===== src/rtl/scl_bs_pkg.sv =====
package scl_bs_pkg;
  typedef enum logic [2:0] {
    ST_IDLE,
    ST_LOW,
    ST_MON,
    ST_WAIT,
    ST_HIGH
  } bs_state_t;
endpackage


===== src/rtl/scl_in_sync.sv =====
module scl_in_sync #(
  parameter int STAGES = 2
) (
  input  logic clk,
  input  logic rst,
  input  logic tick,
  input  logic din,
  output logic dout
);
  logic [STAGES-1:0] shreg;

  always_ff @(posedge clk) begin
    if (rst) shreg <= '1;
    else if (tick) shreg <= {shreg[STAGES-2:0], din};
  end

  assign dout = shreg[STAGES-1];
endmodule


===== src/rtl/scl_mon_sel.sv =====
module scl_mon_sel #(
  parameter int MON_W   = 7,
  parameter int MON_T00 = 15,
  parameter int MON_T01 = 39,
  parameter int MON_T10 = 35,
  parameter int MON_T11 = 83
) (
  input  logic [1:0]       sel,
  output logic [MON_W-1:0] mon_ticks
);
  localparam int TABLE [4] = '{MON_T00, MON_T01, MON_T10, MON_T11};

  logic [MON_W-1:0] tbl [4];

  for (genvar gi = 0; gi < 4; gi++) begin : g_tbl
    assign tbl[gi] = MON_W'(TABLE[gi]);
  end

  assign mon_ticks = tbl[sel];
endmodule


===== src/rtl/scl_phase_cnt.sv =====
module scl_phase_cnt #(
  parameter int W = 8
) (
  input  logic         clk,
  input  logic         rst,
  input  logic         tick,
  input  logic         load,
  input  logic [W-1:0] load_val,
  output logic         zero
);
  logic [W-1:0] cnt;

  always_ff @(posedge clk) begin
    if (rst) cnt <= '0;
    else if (load) cnt <= load_val;
    else if (tick && cnt != '0) cnt <= cnt - 1'b1;
  end

  assign zero = (cnt == '0);
endmodule


===== src/rtl/scl_bit_sync.sv =====
module scl_bit_sync
  import scl_bs_pkg::*;
#(
  parameter int CNT_W   = 8,
  parameter int MON_W   = 7,
  parameter int MON_T00 = 15,
  parameter int MON_T01 = 39,
  parameter int MON_T10 = 35,
  parameter int MON_T11 = 83
) (
  input  logic             clk,
  input  logic             rst,
  input  logic             tick,
  input  logic             master_en,
  input  logic [1:0]       clk_sel,
  input  logic             bit_req,
  input  logic             scl_in,
  input  logic [CNT_W-1:0] lo_count,
  input  logic [CNT_W-1:0] hi_count,
  output logic             scl_drive_low,
  output logic             bit_phase_low,
  output logic             stretch_wait
);
  localparam int TW = (CNT_W > MON_W) ? CNT_W : MON_W;

  bs_state_t state, state_n;
  logic scl_hi;
  logic [MON_W-1:0] mon_ticks;
  logic cnt_zero, cnt_load;
  logic [TW-1:0] cnt_val;
  logic [TW-1:0] lo_ext, hi_ext, mon_ext;
  logic [TW-1:0] lo_m1, hi_m1, mon_m1;
  logic drive_n, strobe_n, wait_n;

  scl_in_sync #(.STAGES(2)) i_sync (
    .clk(clk), .rst(rst), .tick(tick), .din(scl_in), .dout(scl_hi)
  );

  scl_mon_sel #(
    .MON_W(MON_W), .MON_T00(MON_T00), .MON_T01(MON_T01),
    .MON_T10(MON_T10), .MON_T11(MON_T11)
  ) i_mon (
    .sel(clk_sel), .mon_ticks(mon_ticks)
  );

  scl_phase_cnt #(.W(TW)) i_cnt (
    .clk(clk), .rst(rst), .tick(tick), .load(cnt_load),
    .load_val(cnt_val), .zero(cnt_zero)
  );

  // A count of zero is treated as one tick.
  assign lo_ext  = TW'(lo_count);
  assign hi_ext  = TW'(hi_count);
  assign mon_ext = TW'(mon_ticks);
  assign lo_m1   = (lo_ext == '0) ? '0 : lo_ext - 1'b1;
  assign hi_m1   = (hi_ext == '0) ? '0 : hi_ext - 1'b1;
  assign mon_m1  = (mon_ext == '0) ? '0 : mon_ext - 1'b1;

  always_comb begin
    state_n  = state;
    cnt_load = 1'b0;
    cnt_val  = '0;
    drive_n  = scl_drive_low;
    wait_n   = stretch_wait;
    strobe_n = 1'b0;
    if (!master_en) begin
      state_n = ST_IDLE;
      drive_n = 1'b0;
      wait_n  = 1'b0;
    end else if (tick) begin
      unique case (state)
        ST_IDLE: begin
          if (bit_req) begin
            state_n  = ST_LOW;
            cnt_load = 1'b1;
            cnt_val  = lo_m1;
            drive_n  = 1'b1;
            strobe_n = 1'b1;
          end
        end
        ST_LOW: begin
          if (cnt_zero) begin
            state_n  = ST_MON;
            cnt_load = 1'b1;
            cnt_val  = mon_m1;
            drive_n  = 1'b0;
          end
        end
        ST_MON: begin
          if (cnt_zero) begin
            if (scl_hi) begin
              state_n  = ST_HIGH;
              cnt_load = 1'b1;
              cnt_val  = hi_m1;
            end else begin
              state_n = ST_WAIT;
              wait_n  = 1'b1;
            end
          end
        end
        ST_WAIT: begin
          if (scl_hi) begin
            state_n  = ST_HIGH;
            cnt_load = 1'b1;
            cnt_val  = hi_m1;
            wait_n   = 1'b0;
          end
        end
        ST_HIGH: begin
          if (cnt_zero) begin
            if (bit_req) begin
              state_n  = ST_LOW;
              cnt_load = 1'b1;
              cnt_val  = lo_m1;
              drive_n  = 1'b1;
              strobe_n = 1'b1;
            end else begin
              state_n = ST_IDLE;
            end
          end
        end
        default: state_n = ST_IDLE;
      endcase
    end
  end

  always_ff @(posedge clk) begin
    if (rst) begin
      state         <= ST_IDLE;
      scl_drive_low <= 1'b0;
      stretch_wait  <= 1'b0;
      bit_phase_low <= 1'b0;
    end else begin
      state         <= state_n;
      scl_drive_low <= drive_n;
      stretch_wait  <= wait_n;
      bit_phase_low <= strobe_n;
    end
  end
endmodule


===== config.mk =====
export PLATFORM = sky130hd
export DESIGN_NAME = scl_bit_sync
export DESIGN_NICKNAME = d
export VERILOG_FILES = /design/src/rtl/scl_bs_pkg.sv /design/src/rtl/scl_in_sync.sv /design/src/rtl/scl_mon_sel.sv /design/src/rtl/scl_phase_cnt.sv /design/src/rtl/scl_bit_sync.sv
export SDC_FILE = /design/constraint.sdc
export NUM_CORES = 1
export LEC_CHECK = 0
export ABC_AREA = 1
export BUFFER_PORTS_ARGS = -buffer_cell sky130_fd_sc_hd__buf_4
export CAP_MARGIN = 20
export CORE_UTILIZATION = 30
export DETAILED_ROUTE_END_ITERATION = 10
export PLACE_DENSITY_LB_ADDON = 0.05
export SYNTH_ARGS = -nofsm -noshare
export SYNTH_HDL_FRONTEND = slang
export SYNTH_HIERARCHICAL = 1
export SYNTH_SLANG_ARGS = --single-unit

===== constraint.sdc =====
create_clock -name clk -period 3 [get_ports clk]
set_input_delay 0.3 -clock clk [delete_from_list [all_inputs] [get_ports clk]]
set_output_delay 0.3 -clock clk [all_outputs]
set_load 0.03 [all_outputs]

==> metrics list, run 1 <==
* Total Routed Length: 4641 um
- Setup total negative slack on the finished layout was measured at 0 ns.
* Hold Violations, Final: 0
* Sequential cell fraction of total power: 27.0%
* Fin Clk Skew: 0.001582 ns
* Die boundary height: 81.20 um
* Clk network pwr share: 14.1%
* Hold buffer count at CTS: 0
- After technology mapping, the gate count stands at 335.
- Cells with a size suffix above 1 make up 15.24% of the layout.
- R2r startpoint: i_cnt/cnt[0]
* Final setup violating endpoints: 0
- In this run the horizontal extent of the chip is 81.20 um.
- Counting instances, the worst hold path has a depth of 3.
* Cell type with the largest total area after synthesis: sky130_fd_sc_hd__nand2_1
- TritonCTS Sinks: 16
* Delay contributed by the slowest stage of the critical path: 0.31 ns
- TritonCTS clock tree: yes
- In this run, placement finished with an instance count of 433.
- Share of total power consumed by net switching: 48.19%
- Delay-heaviest family, CP: simple AND/OR/NAND/NOR gates
- In this run the power density over the cells is 532.4 nW/um^2.
* Reg-to-reg slack, setup: 0.72 ns
- HP Start: scl_in
* Remaining global-route overflow: 0
- Port buffering added 26 buffers.
- Global-route total usage across every layer: 15.50%
- The clock reaches the later pin of the worst-skew pair after 0.25 ns.
- Placer congestion estimate: 0.7655
* Number of maximum-capacitance violations: 0
* Antenna violation net count after detailed routing: 0
* Register area share after synthesis: 17.02%
- Classification of the worst-slack hold path: in -> reg
* Layout Area Growth over Synthesis: 16.36%
- The die covers 6593 um^2.
- Initial antenna violation count: 0
- For this run, the number of Yosys warnings is 6.
* Post-CTS setup buffer count: 0
- The detailed router finished its first iteration with 72 violations.
- In this run the cell area of the synthesized design comes to 1882 um^2.
- Reg2Reg Capture Point: i_cnt/cnt[1]
- Count of cell types in the netlist: 29
- The share of total power dissipated in combinational logic is 58.9%.
- Number of cells traversed by the worst register-to-register path: 15
* Post-cts resize count: 0
* Initial DRT Pass Iterations: 4
- Element type at the critical path start: flip-flop
- The routed layout has 1,981 vias.
- Fin nets: 397
- Routed wire length per instance: 10.64 um
- The core region is 5991 um^2.
- First-pass GRT wire length: 7948 um
- Final cell count without fillers: 436
- IO Pins: 27
* Outcome: complete, no violations
- Register bit count reported by yosys: 16
- Fraction of registers with async set or reset after synthesis: 0%
- STA classifies the critical path endpoint as a flip-flop.
* Count of flip-flops with a built-in enable after synthesis: 0
- CP Class: reg -> reg
* Number of CTS-inserted buffers: 3
* Cell with the biggest individual delay on the critical path: sky130_fd_sc_hd__dfxtp_1
- In the post-synthesis netlist, the biggest area contributors are sky130_fd_sc_hd__nand2_1 18%, sky130_fd_sc_hd__dfxtp_1 17%, sky130_fd_sc_hd__nand3_1 12%.
- Critical Path, Cell by Cell: inv_1 -> ha_1 -> nand2_1 -> nor2_1 -> inv_1 -> nand2_1 -> nand3_1 -> nand3_1 -> nand2_1 -> inv_1 -> inv_2 -> nand2_4 -> clkinv_2 -> nor2_1 -> nor2_1
- Worst EP arrival: 2.43 ns
- The top cell type by area accounts for 17.55% of the synthesized area.
- The internal power of the cells totals 0.6040 mW.
* Ratio of final minimum period to clock period: 76.12%
- For this run, the top clock speed supported by timing is 437.9 MHz.
- Number of standard-cell rows in the floorplan: 28
- Largest net degree at the start of global routing: 11
* CP Data Required Time: 3.15 ns
- Yosys instantiated no cell more often than sky130_fd_sc_hd__nand2_1.
- With fillers left out, the area of the finished cells amounts to 2190 um^2.
- The worst-case IR drop observed on VDD is 0.2162 mV.
- Setup repair after global routing left no endpoint under its margin.
- Initial Util: 31.41%
- P_leak: 1.174 nW
- Detailed-placement wirelength estimate: 3898 um
- CTS built an H-tree with a depth of 1.
- The number of buffers and inverters on the critical path is 5.
* Final max-slew violation count: 0
* Utilization after layout: 36.55%
- Most common library cells after synthesis: 88 x sky130_fd_sc_hd__nand2_1, 54 x sky130_fd_sc_hd__inv_1, 48 x sky130_fd_sc_hd__nor2_1
- Net load switching power: 0.5617 mW
- Once placement finished, the instance area stood at 2148 um^2.
- Post-detailed-route via-to-cell ratio: 4.544
- Along the worst path, the maximum fanout reaches 10.
- Total DRC errors in the routed layout: 0
* Cell chosen for the clock root: sky130_fd_sc_hd__clkbuf_8
- Worst hold path endpoint: i_sync/shreg[0]
* Commonest register cell after synthesis: sky130_fd_sc_hd__dfxtp_1
- Number of global-route vias before repair: 1,795
- Crit path time final: 2.284 ns
* Number of antenna cells inserted: 0
- Mapped Avg Cell Area: 5.617 um^2
* Post-CTS clock slew at the launch and capture registers of the worst setup and hold paths: 0.06 ns
- No sink is reached through more buffers than the 2 on the longest clock path.
==> worst reg2reg max path, cell delays in order (launching register included) <==
cell and delay [ns]:
sky130_fd_sc_hd__dfxtp_1 0.31, sky130_fd_sc_hd__inv_1 0.17, sky130_fd_sc_hd__ha_1 0.18, sky130_fd_sc_hd__nand2_1 0.06, sky130_fd_sc_hd__nor2_1 0.17, sky130_fd_sc_hd__inv_1 0.12
sky130_fd_sc_hd__nand2_1 0.11, sky130_fd_sc_hd__nand3_1 0.16, sky130_fd_sc_hd__nand3_1 0.13, sky130_fd_sc_hd__nand2_1 0.05, sky130_fd_sc_hd__inv_1 0.21, sky130_fd_sc_hd__inv_2 0.16
sky130_fd_sc_hd__nand2_4 0.12, sky130_fd_sc_hd__clkinv_2 0.08, sky130_fd_sc_hd__nor2_1 0.09, sky130_fd_sc_hd__nor2_1 0.05
==> cell families (layout without fill, tap and decap cells) <==
logic type               count (synthesis)  count (layout)  synth area share, %
buffers and inverters                   64              89                13.43
AND/OR/NAND/NOR                        212             212                51.26
AO/OA/AOI/OAI                           25              25                8.178
flip-flops                              16              16                17.02
other                                    1               2               0.1993
XOR/XNOR                                 7               7                3.258
adder cells (fa/ha/maj)                 10              10                6.649
==> power by group through the flow <==
stage | Sequential [mW] | Clock (mW) | Combinational [mW]
final | 0.315 | 0.164 | 0.687
after global routing | 0.327 | 0.178 | 0.806
after CTS | 0.316 | 0.171 | 0.693
after detailed placement | 0.321 | 0 | 0.690
after global placement | 0.323 | 0 | 0.699
after floorplan | 0.307 | 0 | 0.544
==> state kept, by name, indices dropped and copies added (netlist names) <==
| signal | flops |
|---|---|
| i_cnt/cnt | 8 |
| state | 3 |
| i_sync/shreg | 2 |
| bit_phase_low | 1 |
| scl_drive_low | 1 |
| stretch_wait | 1 |
==> cell type report <==
type,count,area (um^2)
fillers,712,3801
repair buffers,26,195.2
clock buffers,3,41.29
well taps,75,93.84
multi-input cells,256,1313
flip-flops and latches,16,320.3
inverters,60,226.5
==> worst max-delay path by stage <==
stage                       from      endpoint  cells after the start
floorplan           i_cnt/cnt[0]  i_cnt/cnt[1]                     16
global placement    i_cnt/cnt[0]  i_cnt/cnt[1]                     15
detailed placement  i_cnt/cnt[0]  i_cnt/cnt[1]                     15
CTS                 i_cnt/cnt[0]  i_cnt/cnt[1]                     15
global route        i_cnt/cnt[0]  i_cnt/cnt[1]                     15
finish              i_cnt/cnt[0]  i_cnt/cnt[1]                     15
==> metal layers <==
metal  vias to the layer above  GRT usage [%]  wire length, um
met2                        22          25.29             2008
met1                       859          21.38             2458
met4                         0          2.679               31
met3                         5          2.697              143
li1                       1095              -                -
met5                         -              0                0
==> cell usage in the layout (no fill, tap or decap) <==
cell type	n
sky130_fd_sc_hd__buf_4	26
sky130_fd_sc_hd__nor2_1	48
sky130_fd_sc_hd__o21ai_2	1
sky130_fd_sc_hd__a211oi_4	1
sky130_fd_sc_hd__inv_1	54
sky130_fd_sc_hd__nand2_2	6
sky130_fd_sc_hd__nand3b_1	1
sky130_fd_sc_hd__nand3_1	46
sky130_fd_sc_hd__a21oi_1	7
sky130_fd_sc_hd__nor2_4	3
sky130_fd_sc_hd__ha_1	10
sky130_fd_sc_hd__xor2_1	4
sky130_fd_sc_hd__nand2_4	3
sky130_fd_sc_hd__o21ai_1	3
sky130_fd_sc_hd__nor3_2	1
sky130_fd_sc_hd__nor2_2	4
sky130_fd_sc_hd__clkbuf_8	3
sky130_fd_sc_hd__dfxtp_1	16
sky130_fd_sc_hd__inv_2	5
sky130_fd_sc_hd__xnor2_1	3
sky130_fd_sc_hd__clkinv_2	1
sky130_fd_sc_hd__nor3_1	2
sky130_fd_sc_hd__nor4_1	1
sky130_fd_sc_hd__conb_1	2
sky130_fd_sc_hd__nand2_1	88
sky130_fd_sc_hd__o21bai_1	4
sky130_fd_sc_hd__o21ai_0	9
sky130_fd_sc_hd__nand4_1	8
sky130_fd_sc_hd__nand3_2	1
==> metrics by stage <==
stage                     worst slack (ns)  total power [mW]  hold slack (ns)
after floorplan                     0.8426            0.8517           0.3691
after global placement              0.7545             1.022           0.4460
after detailed placement            0.6975             1.010           0.4491
after CTS                           0.6877             1.180           0.2588
after global routing                0.4134             1.310           0.2749
final                               0.7165             1.166           0.2639
(Power assumes the default switching activity.)
==> run 2, diff against run 1 <==
Clock period 3 ns to 2 ns, I/O delays scaled along.
==> metrics list, run 2 (synthesis results as in run 1) <==
- The run finished with clean final reports.
* Registers with the highest flip-flop counts: i_cnt/cnt: 8 flops, state: 3 flops, i_sync/shreg: 2 flops
* Number of global-route vias before repair: 1,885 (+5.0%)
- Max clock buf depth: 2 (unchanged)
- The clock-pin slew reported for the worst setup and hold paths after clock tree synthesis was 0.07 ns (about the same).
* H-tree depth reported by CTS: 1 (unchanged)
* Fraction of final layout cells sized beyond drive strength 1: 24.74% (+9.5 points)
- Number of maximum-capacitance violations: 0 (unchanged)
* R2r startpoint: i_cnt/cnt[3]
- CP Data Required Time: 2.19 ns (-0.96 ns)
- The leakage power of the design is 1.304 nW (+11%).
- Detailed-placement wirelength estimate: 4031 um (+3.4%)
- Global-route total usage across every layer: 15.97% (+0.46 points)
- The final count of negative-setup-slack endpoints was 0 (unchanged).
- The worst hold path belongs to the class in -> reg.
- Leading cell types in the layout, fill and taps excluded: 84 x sky130_fd_sc_hd__nand2_1, 50 x sky130_fd_sc_hd__inv_1, 48 x sky130_fd_sc_hd__buf_4, 46 x sky130_fd_sc_hd__nor2_1, 43 x sky130_fd_sc_hd__nand3_1
- Vias after detailed routing: 2,077 (+4.8%)
- End point of the critical path: i_cnt/cnt[4]
* Critical Path Source: i_cnt/cnt[3]
- TritonCTS built the clock tree.
- The cell row count was 28 (unchanged).
- Total DRC errors in the routed layout: 0 (unchanged)
- Top fanout value on the critical path: 8 (-2)
- Reg-to-reg slack, setup: 0.17 ns (-0.54 ns)
- The count of buffers inserted at the top-level ports came to 26 (unchanged).
- Placer congestion estimate: 0.8175 (+6.8%)
- The worst setup path is captured at a flip-flop.
* Number of violations reported at the end of detailed-routing iteration 0: 71 (-1.4%)
- Die area: 6593 um^2 (unchanged)
- Die boundary height: 81.20 um (unchanged)
* First-pass GRT wire length: 8252 um (+3.8%)
- Cell chosen for the clock root: sky130_fd_sc_hd__clkbuf_8
- The worst IR drop on VDD is 0.5477 mV (+150%).
- The total iterations of the first detailed-routing run is 4 (unchanged).
- The smallest hold slack came to 0.1704 ns (-0.09354 ns).
- The non-filler instance count after layout is 459 (+5.3%).
- The arrival time reported for the critical path endpoint was 2.01 ns (-0.42 ns).
- Commonest non-fill, non-tap cell in the layout: sky130_fd_sc_hd__nand2_1
* Antenna violation net count after detailed routing: 0 (unchanged)
- The clock period minus final worst setup slack is 1.825 ns (-0.4585 ns).
- Number of CTS-inserted buffers: 3 (unchanged)
- Reg2Reg Capture Point: i_cnt/cnt[4]
* Largest reg by FF count: i_cnt/cnt
- IO Pins: 27 (unchanged)
- The starting density of the core is 31.41% (unchanged).
- The total grt overflow came to 0 (unchanged).
- Compared with the post-synthesis result, the final layout area differs by 29.39%.
* TritonCTS Sinks: 16 (unchanged)
* Placed insts: 450 (+3.9%)
- The total count of hold-check failures in the final report came to 0 (unchanged).
- The routed wirelength normalized by instance count is 10.47 um (-1.7%).
- The maximum clock frequency was 547.9 MHz (+25%).
* Die Width: 81.20 um (unchanged)
- Count of filler cells inserted in the layout: 661 (-7.2%)
- The depth of the worst register-to-register path came to 13 (-2).
* Flip-flop count of the largest register, all copies and words added: 8 (unchanged)
- The worst clock skew was 0.003099 ns (+0.001517 ns).
* Largest net degree at the start of global routing: 11 (unchanged)
* Number of antenna cells inserted: 0 (unchanged)
- Element type at the critical path start: flip-flop
- Initial antenna violation count: 0 (unchanged)
- The setup total negative slack was 0 ns (unchanged).
* P per Cell Area: 899.6 nW/um^2 (+69%)
- The number of max-slew violations in the final report was 0 (unchanged).
* Total Routed Length: 4804 um (+3.5%)
- Clk_lat worst skew: 0.25 ns (about the same)
- Fin nets: 419 (+5.5%)
- The average vias per placed instance came to 4.525 (-0.41%).
- CP Class: reg -> reg
- The area of the core region is 5991 um^2 (unchanged).
- Tot Pwr: 2.190 mW (+88%)
- Ratio of final minimum period to clock period: 91.25% (+15 points)
-- run 2: cell count changes in the layout (fill, tap and decap cells not counted), sizes merged --
cell / delta
buf: +22
clkbuf: +1
-- run 2: area by class of cell --
| cell class | count | area [um^2] | share of cell area (%) |
|---|---|---|---|
| inverters | 60 | 226.5 | 9.301 |
| multi-input cells | 256 | 1378 | 56.58 |
| well taps | 75 | 93.84 | 3.854 |
| repair buffers | 48 | 360.3 | 14.80 |
| clock buffers | 4 | 55.05 | 2.261 |
| flip-flops and latches | 16 | 321.6 | 13.21 |
-- run 2: critical path, stage by stage, from the launching register on --
cell	delay, ns
sky130_fd_sc_hd__dfxtp_1	0.32
sky130_fd_sc_hd__nor2_2	0.15
sky130_fd_sc_hd__nand2_2	0.11
sky130_fd_sc_hd__nor2_4	0.14
sky130_fd_sc_hd__nand4_1	0.20
sky130_fd_sc_hd__nor2_4	0.23
sky130_fd_sc_hd__nand2_1	0.12
sky130_fd_sc_hd__nand3_1	0.09
sky130_fd_sc_hd__nand2_1	0.05
sky130_fd_sc_hd__inv_1	0.05
sky130_fd_sc_hd__nand2_1	0.05
sky130_fd_sc_hd__nand2_1	0.06
sky130_fd_sc_hd__nand2_1	0.05
sky130_fd_sc_hd__a21oi_1	0.13
-- run 2: timing repair --
item                       CTS  global route
hold buffers                 0             0
gates resized for setup      2            19
setup buffers                0             5
pin swaps                    0            11
setup endpoints to repair    6             8
-- run 2: report_power, final --
group,internal [mW],switching (mW)
Clock,0.175,0.117
Sequential,0.393,0.0502
Combinational,0.645,0.811
Total,1.21,0.978
-- run 2: worst min-delay path by stage --
stage	endpoint	slack [ns]	cells after the start	startpoint
6_report	i_sync/shreg[0]	0.17	3	scl_in
3_5_place_dp	i_sync/shreg[0]	0.43	3	scl_in
3_3_place_gp	i_sync/shreg[0]	0.42	3	scl_in
5_1_grt	i_sync/shreg[0]	0.19	3	scl_in
4_1_cts	i_sync/shreg[0]	0.16	3	scl_in
2_1_floorplan	i_cnt/cnt[2]	0.27	1	rst
-- run 2: metrics by stage --
| step | cell area (um^2) | setup slack (ns) | utilization (%) |
|---|---|---|---|
| after floorplan | 1887 | 0.03327 | - |
| after global placement | 2276 | -0.02448 | 37.99 |
| after detailed placement | 2276 | -0.04172 | 37.99 |
| after CTS | 2341 | 0.003229 | 39.08 |
| after global routing | 2435 | -0.006522 | 40.64 |
| final | 2435 | 0.1749 | 40.64 |
-- run 2: per-layer routing --
| metal | part of all wire, % | vias up | track usage, % |
|---|---|---|---|
| li1 | - | 1147 | - |
| met1 | 53 | 905 | 22.01 |
| met2 | 44 | 23 | 26.39 |
| met3 | 2.7 | 2 | 2.697 |
| met4 | 0.40 | 0 | 2.143 |
| met5 | 0 | - | 0 |
